## src/rtl/cdt_pkg.sv

```systemverilog
package cdt_pkg;
    localparam int WORD_W   = 32;
    localparam int CNT_W    = 20;
    localparam int STAT_W   = 8;
    localparam int RUN_BIT  = 24;
    localparam int IE_BIT   = 25;
    localparam int ACK_BIT  = 26;
    localparam int TMR_SLOT = 5;

    typedef struct packed {
        logic             load;
        logic             ack;
        logic             ie;
        logic [CNT_W-1:0] value;
    } cmd_t;

    typedef struct packed {
        logic [CNT_W-1:0] cnt;
        logic             run;
        logic             ie;
        logic             pend;
    } tmr_state_t;
endpackage

```

## src/rtl/cdt_cmd_decode.sv

```systemverilog
module cdt_cmd_decode
    import cdt_pkg::*;
(
    input  logic              wr_en,
    input  logic [WORD_W-1:0] wr_data,
    output cmd_t              cmd
);
    always_comb begin
        cmd.load  = wr_en & wr_data[RUN_BIT];
        cmd.ack   = wr_en & wr_data[ACK_BIT];
        cmd.ie    = wr_data[IE_BIT];
        cmd.value = wr_data[CNT_W-1:0];
    end
endmodule

```

## src/rtl/cdt_core.sv

```systemverilog
module cdt_core
    import cdt_pkg::*;
(
    input  logic       clk,
    input  logic       rst_n,
    input  cmd_t       cmd,
    input  logic       tick,
    output tmr_state_t st
);
    localparam logic [CNT_W-1:0] ONE = CNT_W'(1);

    tmr_state_t st_d, st_q;
    logic       step;
    logic       zero_event;

    always_comb begin
        st_d       = st_q;
        step       = tick && st_q.run && (st_q.cnt != '0) && !cmd.load;
        zero_event = step && (st_q.cnt == ONE) && st_q.ie;
        if (cmd.load) begin
            st_d.cnt = cmd.value;
            st_d.run = 1'b1;
            st_d.ie  = cmd.ie;
        end else if (step) begin
            st_d.cnt = st_q.cnt - ONE;
        end
        if (zero_event) begin
            st_d.pend = 1'b1;
        end else if (cmd.ack) begin
            st_d.pend = 1'b0;
        end
    end

    always_ff @(posedge clk) begin
        if (!rst_n) begin
            st_q <= '0;
        end else begin
            st_q <= st_d;
        end
    end

    assign st = st_q;
endmodule

```

## src/rtl/cdt_status_merge.sv

```systemverilog
module cdt_status_merge
    import cdt_pkg::*;
(
    input  logic [STAT_W-1:0] src,
    input  logic              tmr_pend,
    output logic [STAT_W-1:0] status
);
    for (genvar i = 0; i < STAT_W; i++) begin : g_bit
        if (i == TMR_SLOT) begin : g_tmr
            assign status[i] = tmr_pend;
        end else begin : g_pass
            assign status[i] = src[i];
        end
    end
endmodule

```

## src/rtl/countdown_irq_timer.sv

```systemverilog
module countdown_irq_timer
    import cdt_pkg::*;
(
    input  logic              clk,
    input  logic              rst_n,
    input  logic              wr_en,
    input  logic [WORD_W-1:0] wr_data,
    output logic [WORD_W-1:0] rd_data,
    input  logic              tick,
    input  logic [STAT_W-1:0] irq_src,
    output logic [STAT_W-1:0] irq_status,
    output logic              irq
);
    cmd_t       cmd;
    tmr_state_t st;

    cdt_cmd_decode u_dec (
        .wr_en   (wr_en),
        .wr_data (wr_data),
        .cmd     (cmd)
    );

    cdt_core u_core (
        .clk   (clk),
        .rst_n (rst_n),
        .cmd   (cmd),
        .tick  (tick),
        .st    (st)
    );

    cdt_status_merge u_merge (
        .src      (irq_src),
        .tmr_pend (st.pend),
        .status   (irq_status)
    );

    always_comb begin
        rd_data              = '0;
        rd_data[CNT_W-1:0]   = st.cnt;
        rd_data[RUN_BIT]     = st.run;
        rd_data[IE_BIT]      = st.ie;
    end

    assign irq = st.pend;
endmodule

```

## config.mk

```make
export PLATFORM = sky130hd
export DESIGN_NAME = countdown_irq_timer
export DESIGN_NICKNAME = d
export VERILOG_FILES = /design/src/rtl/cdt_pkg.sv /design/src/rtl/cdt_cmd_decode.sv /design/src/rtl/cdt_core.sv /design/src/rtl/cdt_status_merge.sv /design/src/rtl/countdown_irq_timer.sv
export SDC_FILE = /design/constraint.sdc
export NUM_CORES = 1
export LEC_CHECK = 0
export CORE_MARGIN = 2
export CORE_UTILIZATION = 30
export DETAILED_ROUTE_END_ITERATION = 10
export PLACE_DENSITY = 0.68
export SYNTH_ARGS = -nofsm -noshare
export SYNTH_HDL_FRONTEND = slang
export SYNTH_SLANG_ARGS = --single-unit
```

## constraint.sdc

```tcl
create_clock -name clk -period 1.8 [get_ports clk]
set_input_delay 0.45 -clock clk [delete_from_list [all_inputs] [get_ports clk]]
set_output_delay 0.45 -clock clk [all_outputs]
set_load 0.005 [all_outputs]
```

After elaboration in Yosys (flattened, before gate mapping) --
Cells that the tools add are included. Widths: inputs -> output; s select.
Operators by class: bitwise operators 2, $add $sub $neg 1, multiplexer cells 4, reductions and logical operators 9, equality and inequality tests 1
Operators by type and width (number):
- $mux 20 | 2
- $eq 20x1->1 const B | 1
- $reduce_bool 20->1 | 1
- $sub 20x1->20 const B | 1
- $logic_and 1x1->1 | 5
- $reduce_bool 2->1 | 2
- $and 1x1->1 | 2
- $mux 1 | 2
- $logic_not 1->1 | 1
Storage, ports and cells: output and inout port bits 41, bits of input ports 44, logic and storage cells 21, register bits 23

Depth between registers and ports, before layout --
depth after elaboration 6, depth in mapped cells 7, depth with buffers taken out 7

Modules after synthesis --
From an unflattened synthesis, not the netlist that was laid out.
Unflattened totals: cell total of the unflattened synthesis 202, area, all modules 1684.1 um^2
By module, submodules not included:
- cdt_core | cells each 160, instances 1, area each 1375.1 um^2, seq. area each 460.4 um^2
- cdt_cmd_decode | cells each 23, instances 1, area each 170.2 um^2, seq. area each 0.0 um^2
- countdown_irq_timer | cells each 11, instances 1, area each 78.8 um^2, seq. area each 0.0 um^2
- cdt_status_merge | cells each 8, instances 1, area each 60.1 um^2, seq. area each 0.0 um^2

Least setup slack after synthesis --
OpenSTA, ideal clock, no wires.
path kind register -> register, start register u_core.st_q, in the netlist u_core.st[5], end register u_core.st_q, in the netlist u_core.st[10], path buffers 0, required time 1667 ps, period minus slack after synthesis 1733 ps, cell stages (with the launch flop) 6, arrival 1600 ps, slack 67 ps, library setup time 133 ps, cell sequence dfxtp_1 or4_4 or3_1 a31oi_2 xnor2_1 a21oi_1
On the way: cells in the longest elaborated chain, start to end 4, elaborated cells on any way between the ends 7, those cells by class 1 x add/sub; 2 x mux; 4 x reduce/logical
RTL lines:
- start: declaration | RTL line cdt_core.sv:12 | tmr_state_t st_d, st_q;
- start signal: assignment | RTL line cdt_core.sv:38 | st_q <= st_d;
- parallel branches: the longest is 4 deep, another holds $sub 20x1->20
Several ways; the timed one is not identified. The select of a mux whose other input is x is not followed. A chain may end at the register's enable or synchronous reset.

Final worst setup path --
start register u_core.st_q, in the netlist u_core.st[6], end output rd_data[3]
RTL lines:
- end: declaration | RTL line countdown_irq_timer.sv:8 | output logic [WORD_W-1:0] rd_data,
No word-level cell between the ends.

==> flow_metrics.tcl <==
set metrics [dict create \
    first_drt_pass_iteration_count 4 \
    timing.hold.worst_endpoint "u_core.st[0]$_SDFFE_PN0P_" \
    post_synth_inst_count 178 \
    grt-busiest-layer "met2" \
    via_per_inst 4.947 \
    die_x_um 73.29 \
    worst_hold_path.num_cells 2 \
    clockRootBuffer "sky130_fd_sc_hd__clkbuf_8" \
    critical_path.startpoint_type "register" \
    finalClockSkew_ns 0.002729 \
    utilization 0.4835 \
    synth_common_cells "23 x sky130_fd_sc_hd__dfxtp_1, 19 x sky130_fd_sc_hd__buf_4, 19 x sky130_fd_sc_hd__o21ai_0" \
    netlist_top_cells_area "sky130_fd_sc_hd__dfxtp_1 32%, sky130_fd_sc_hd__buf_4 9.9%, sky130_fd_sc_hd__xor2_1 7.3%, sky130_fd_sc_hd__o21ai_0 6.6%, sky130_fd_sc_hd__a21oi_1 5.9%" \
    power.share.combinational 0.349 \
    critical_path.cell_chain "buf_4, clkdlybuf4s50_1" \
    ff2ff_path_depth 5 \
    grt_pass1_vias 1450 \
    grt-ovfl-total 0 \
    synth.ff_latch_count 23 \
    count_of_unresolved_drc_violations_after_routing 0 \
    crit_path_end_kind "output pin" \
    synth_top_area_frac 0.3197 \
    cp_data_required_time_ns 1.35 \
    initial_utilization 0.3090 \
    tritoncts_clock_tree "built" \
    cts_buffers 3 \
    worstPathArrival_ns 1.31 \
    cellInternalPower_uw 982.0 \
    synth.most_common_cell "sky130_fd_sc_hd__dfxtp_1" \
    io-pin-count 85 \
    timing.final.crit_period_ns 1.760 \
    period_share 0.9777 \
    detailed_place_hpwl_mm 2.979 \
    grt_setup_unrepaired "yes" \
    critical_path.max_stage_delay_ns 0.49 \
    final_max_slew_viol_count 0 \
    setup_viol_count_final 0 \
    avgSynthCellArea_um2 8.091 \
    core_area_um2 4661 \
    floorplan.die.height_um 73.29 \
    wire_length_of_the_first_global_routing_pass_mm 6.361 \
    postRouteWirelength_mm 3.880 \
    seq_pwr_share 0.415 \
    grt_max_degree 29 \
    gp_congestion 0.8882 \
    hold_violations 0 \
    global_route.usage.met2 0.2492 \
    min-delay-start "u_core.st[0]$_SDFFE_PN0P_" \
    ratio_of_cells_with_drive_above_1_in_the_final_layout 0.2339 \
    cpMaxStageDelayCell "sky130_fd_sc_hd__clkdlybuf4s50_1" \
    met1_layer_usage_reported_by_global_route 0.1935 \
    drt_iter0_drc 52 \
    nNetsFinal 296 \
    grt_antenna_before_repair 0 \
    ir_worst_vdd_mv 0.2767 \
    placed_area_um2 2111 \
    clkTransAtPathRegs_ns 0.09 \
    wire_per_inst_um 12.85 \
    postSynth.asyncResetShare 0 \
    number_of_flip_flops_in_the_largest_register 23 \
    regToRegStartpoint "u_core.st[8]$_SDFFE_PN0P_" \
    drtAntennaViolNets 0 \
    switching_share 0.3071 \
    most_common_flop_cell_mapped_by_yosys "sky130_fd_sc_hd__dfxtp_1" \
    synth_area_um2 1440 \
    clk-insertion-delay-late_ns 0.27 \
    post_cts_hold_buffer_count 0 \
    worstReg2RegEnd "u_core.st[10]$_SDFFE_PN0P_" \
    hold_class "register to register" \
    antenna_cells_inserted 0 \
    groute.usage.overall 0.1497 \
    worstSetupPathType "register to output pin" \
    post_synth_num_cell_types 35 \
    htreeDepth 1 \
    design.die.area_um2 5371 \
    global_route.usage.met3 0.03018 \
    cts_sinks 23 \
    timing.fmax_mhz 568.2 \
    rrSetupSlack_ns 0.04 \
    clock_tree.buffer_depth 2 \
    synthToLayoutAreaGrowth_pct 56.47 \
    switchingPower_uw 435.4 \
    synth.yosys.seq_area_share 0.3197 \
    yosys_warnings 0 \
    port_buffers 50 \
    number_of_cell_rows 25 \
    synth-edff-count 0 \
    max-cap-violations 0 \
    pwr_density_nw_per_um2 629.0 \
    status "finished clean" \
    design_area_um2 2253 \
    critPathMaxFanout 4 \
    power_frac_clock 0.235 \
    synth_area_leader_cell "sky130_fd_sc_hd__dfxtp_1" \
    detailroute.via_count 1494 \
    power.static_leakage_nw 0.8571 \
]
-- worst max-delay path: cells and delay by family, from the launching register on --
kind | cells | cell delay, ns
flops | 1 | 0.41
buf+inv | 2 | 0.64
-- cells in the final DEF, fill, tap and decap left out, types with 3 or more instances in the layout --
| cell | instances |
|---|---|
| sky130_fd_sc_hd__nor2_1 | 8 |
| sky130_fd_sc_hd__a21oi_1 | 16 |
| sky130_fd_sc_hd__xor2_1 | 12 |
| sky130_fd_sc_hd__nor3_1 | 3 |
| sky130_fd_sc_hd__clkbuf_8 | 3 |
| sky130_fd_sc_hd__o21ai_0 | 18 |
| sky130_fd_sc_hd__clkdlybuf4s50_1 | 49 |
| sky130_fd_sc_hd__nand2_1 | 7 |
| sky130_fd_sc_hd__conb_1 | 10 |
| sky130_fd_sc_hd__buf_4 | 32 |
| sky130_fd_sc_hd__nand3_1 | 5 |
| sky130_fd_sc_hd__a31oi_1 | 4 |
| sky130_fd_sc_hd__a211oi_1 | 4 |
| sky130_fd_sc_hd__xnor2_1 | 5 |
| sky130_fd_sc_hd__and2_1 | 3 |
| sky130_fd_sc_hd__nand4_1 | 9 |
| sky130_fd_sc_hd__nor4_2 | 4 |
| sky130_fd_sc_hd__dfxtp_2 | 5 |
| sky130_fd_sc_hd__dfxtp_1 | 18 |
| sky130_fd_sc_hd__ha_1 | 3 |
| sky130_fd_sc_hd__inv_1 | 3 |
-- what timing repair did --
item	4_1_cts	5_1_grt
pin swaps	1	10
buffers inserted	0	1
endpoints found under the setup margin	4	18
resized for setup	1	20
gates cloned	0	0
-- stage by stage --
step	worst slack, ns	setup TNS (ns)	cells	total power, mW	hold slack (ns)
after floorplan	0.06730	0	187	0.8310	0.4613
after global placement	-0.2444	-2.392	297	1.053	0.4621
after detailed placement	-0.3047	-3.026	297	1.059	0.4580
after CTS	-0.006075	-0.006075	301	1.396	0.4824
after global routing	-0.07133	-0.1763	302	1.517	0.5105
final	0.04007	0	302	1.417	0.4757
-- layout make-up --
class	count	area [µm²]
Fill cell	461	2407
Multi-Input combinational cell	135	907.1
Timing Repair Buffer	83	754.5
Sequential cell	23	466.7
Tap cell	54	67.56
Clock buffer	3	41.29
Inverter	3	11.26
Clock inverter	1	5.005
-- per-layer routing --
metal,routed length [µm],vias to the layer above
met2,1901,36
met4,27,0
met3,215,4
met1,1735,694
met5,0,-
li1,-,760
-- logic make-up after synthesis --
group / share of synthesized area
and+or+nand+nor: 0.2163
buffers and inverters: 0.1268
other: 0.002604
AOI/OAI and AO/OA: 0.1972
adders and majority gates: 0.02607
muxes: 0.007819
xor gates and xnor gates: 0.1034
DFF: 0.3197
-- how the worst max path moves through the flow --
stage / from / slack, ns / cells past startpoint / endpoint
floorplan: u_core.st[5]$_SDFFE_PN0P_ / 0.07 / 5 / u_core.st[10]$_SDFFE_PN0P_
global placement: tick / -0.24 / 6 / u_core.st[18]$_SDFFE_PN0P_
detailed placement: tick / -0.30 / 7 / u_core.st[11]$_SDFFE_PN0P_
CTS: tick / -0.006 / 7 / u_core.st[21]$_SDFFE_PN0P_
global route: u_core.st[8]$_SDFFE_PN0P_ / -0.07 / 5 / u_core.st[10]$_SDFFE_PN0P_
finish: u_core.st[6]$_SDFFE_PN0P_ / 0.04 / 2 / rd_data[3]
-- power by group through the flow --
stage	registers [mW]	logic, mW	clock network, mW
finish	0.589	0.495	0.333
global route	0.596	0.549	0.373
CTS	0.581	0.471	0.344
detailed placement	0.593	0.466	0
global placement	0.591	0.462	0
floorplan	0.603	0.228	0
No activity file was read; power rests on OpenSTA's default activity.
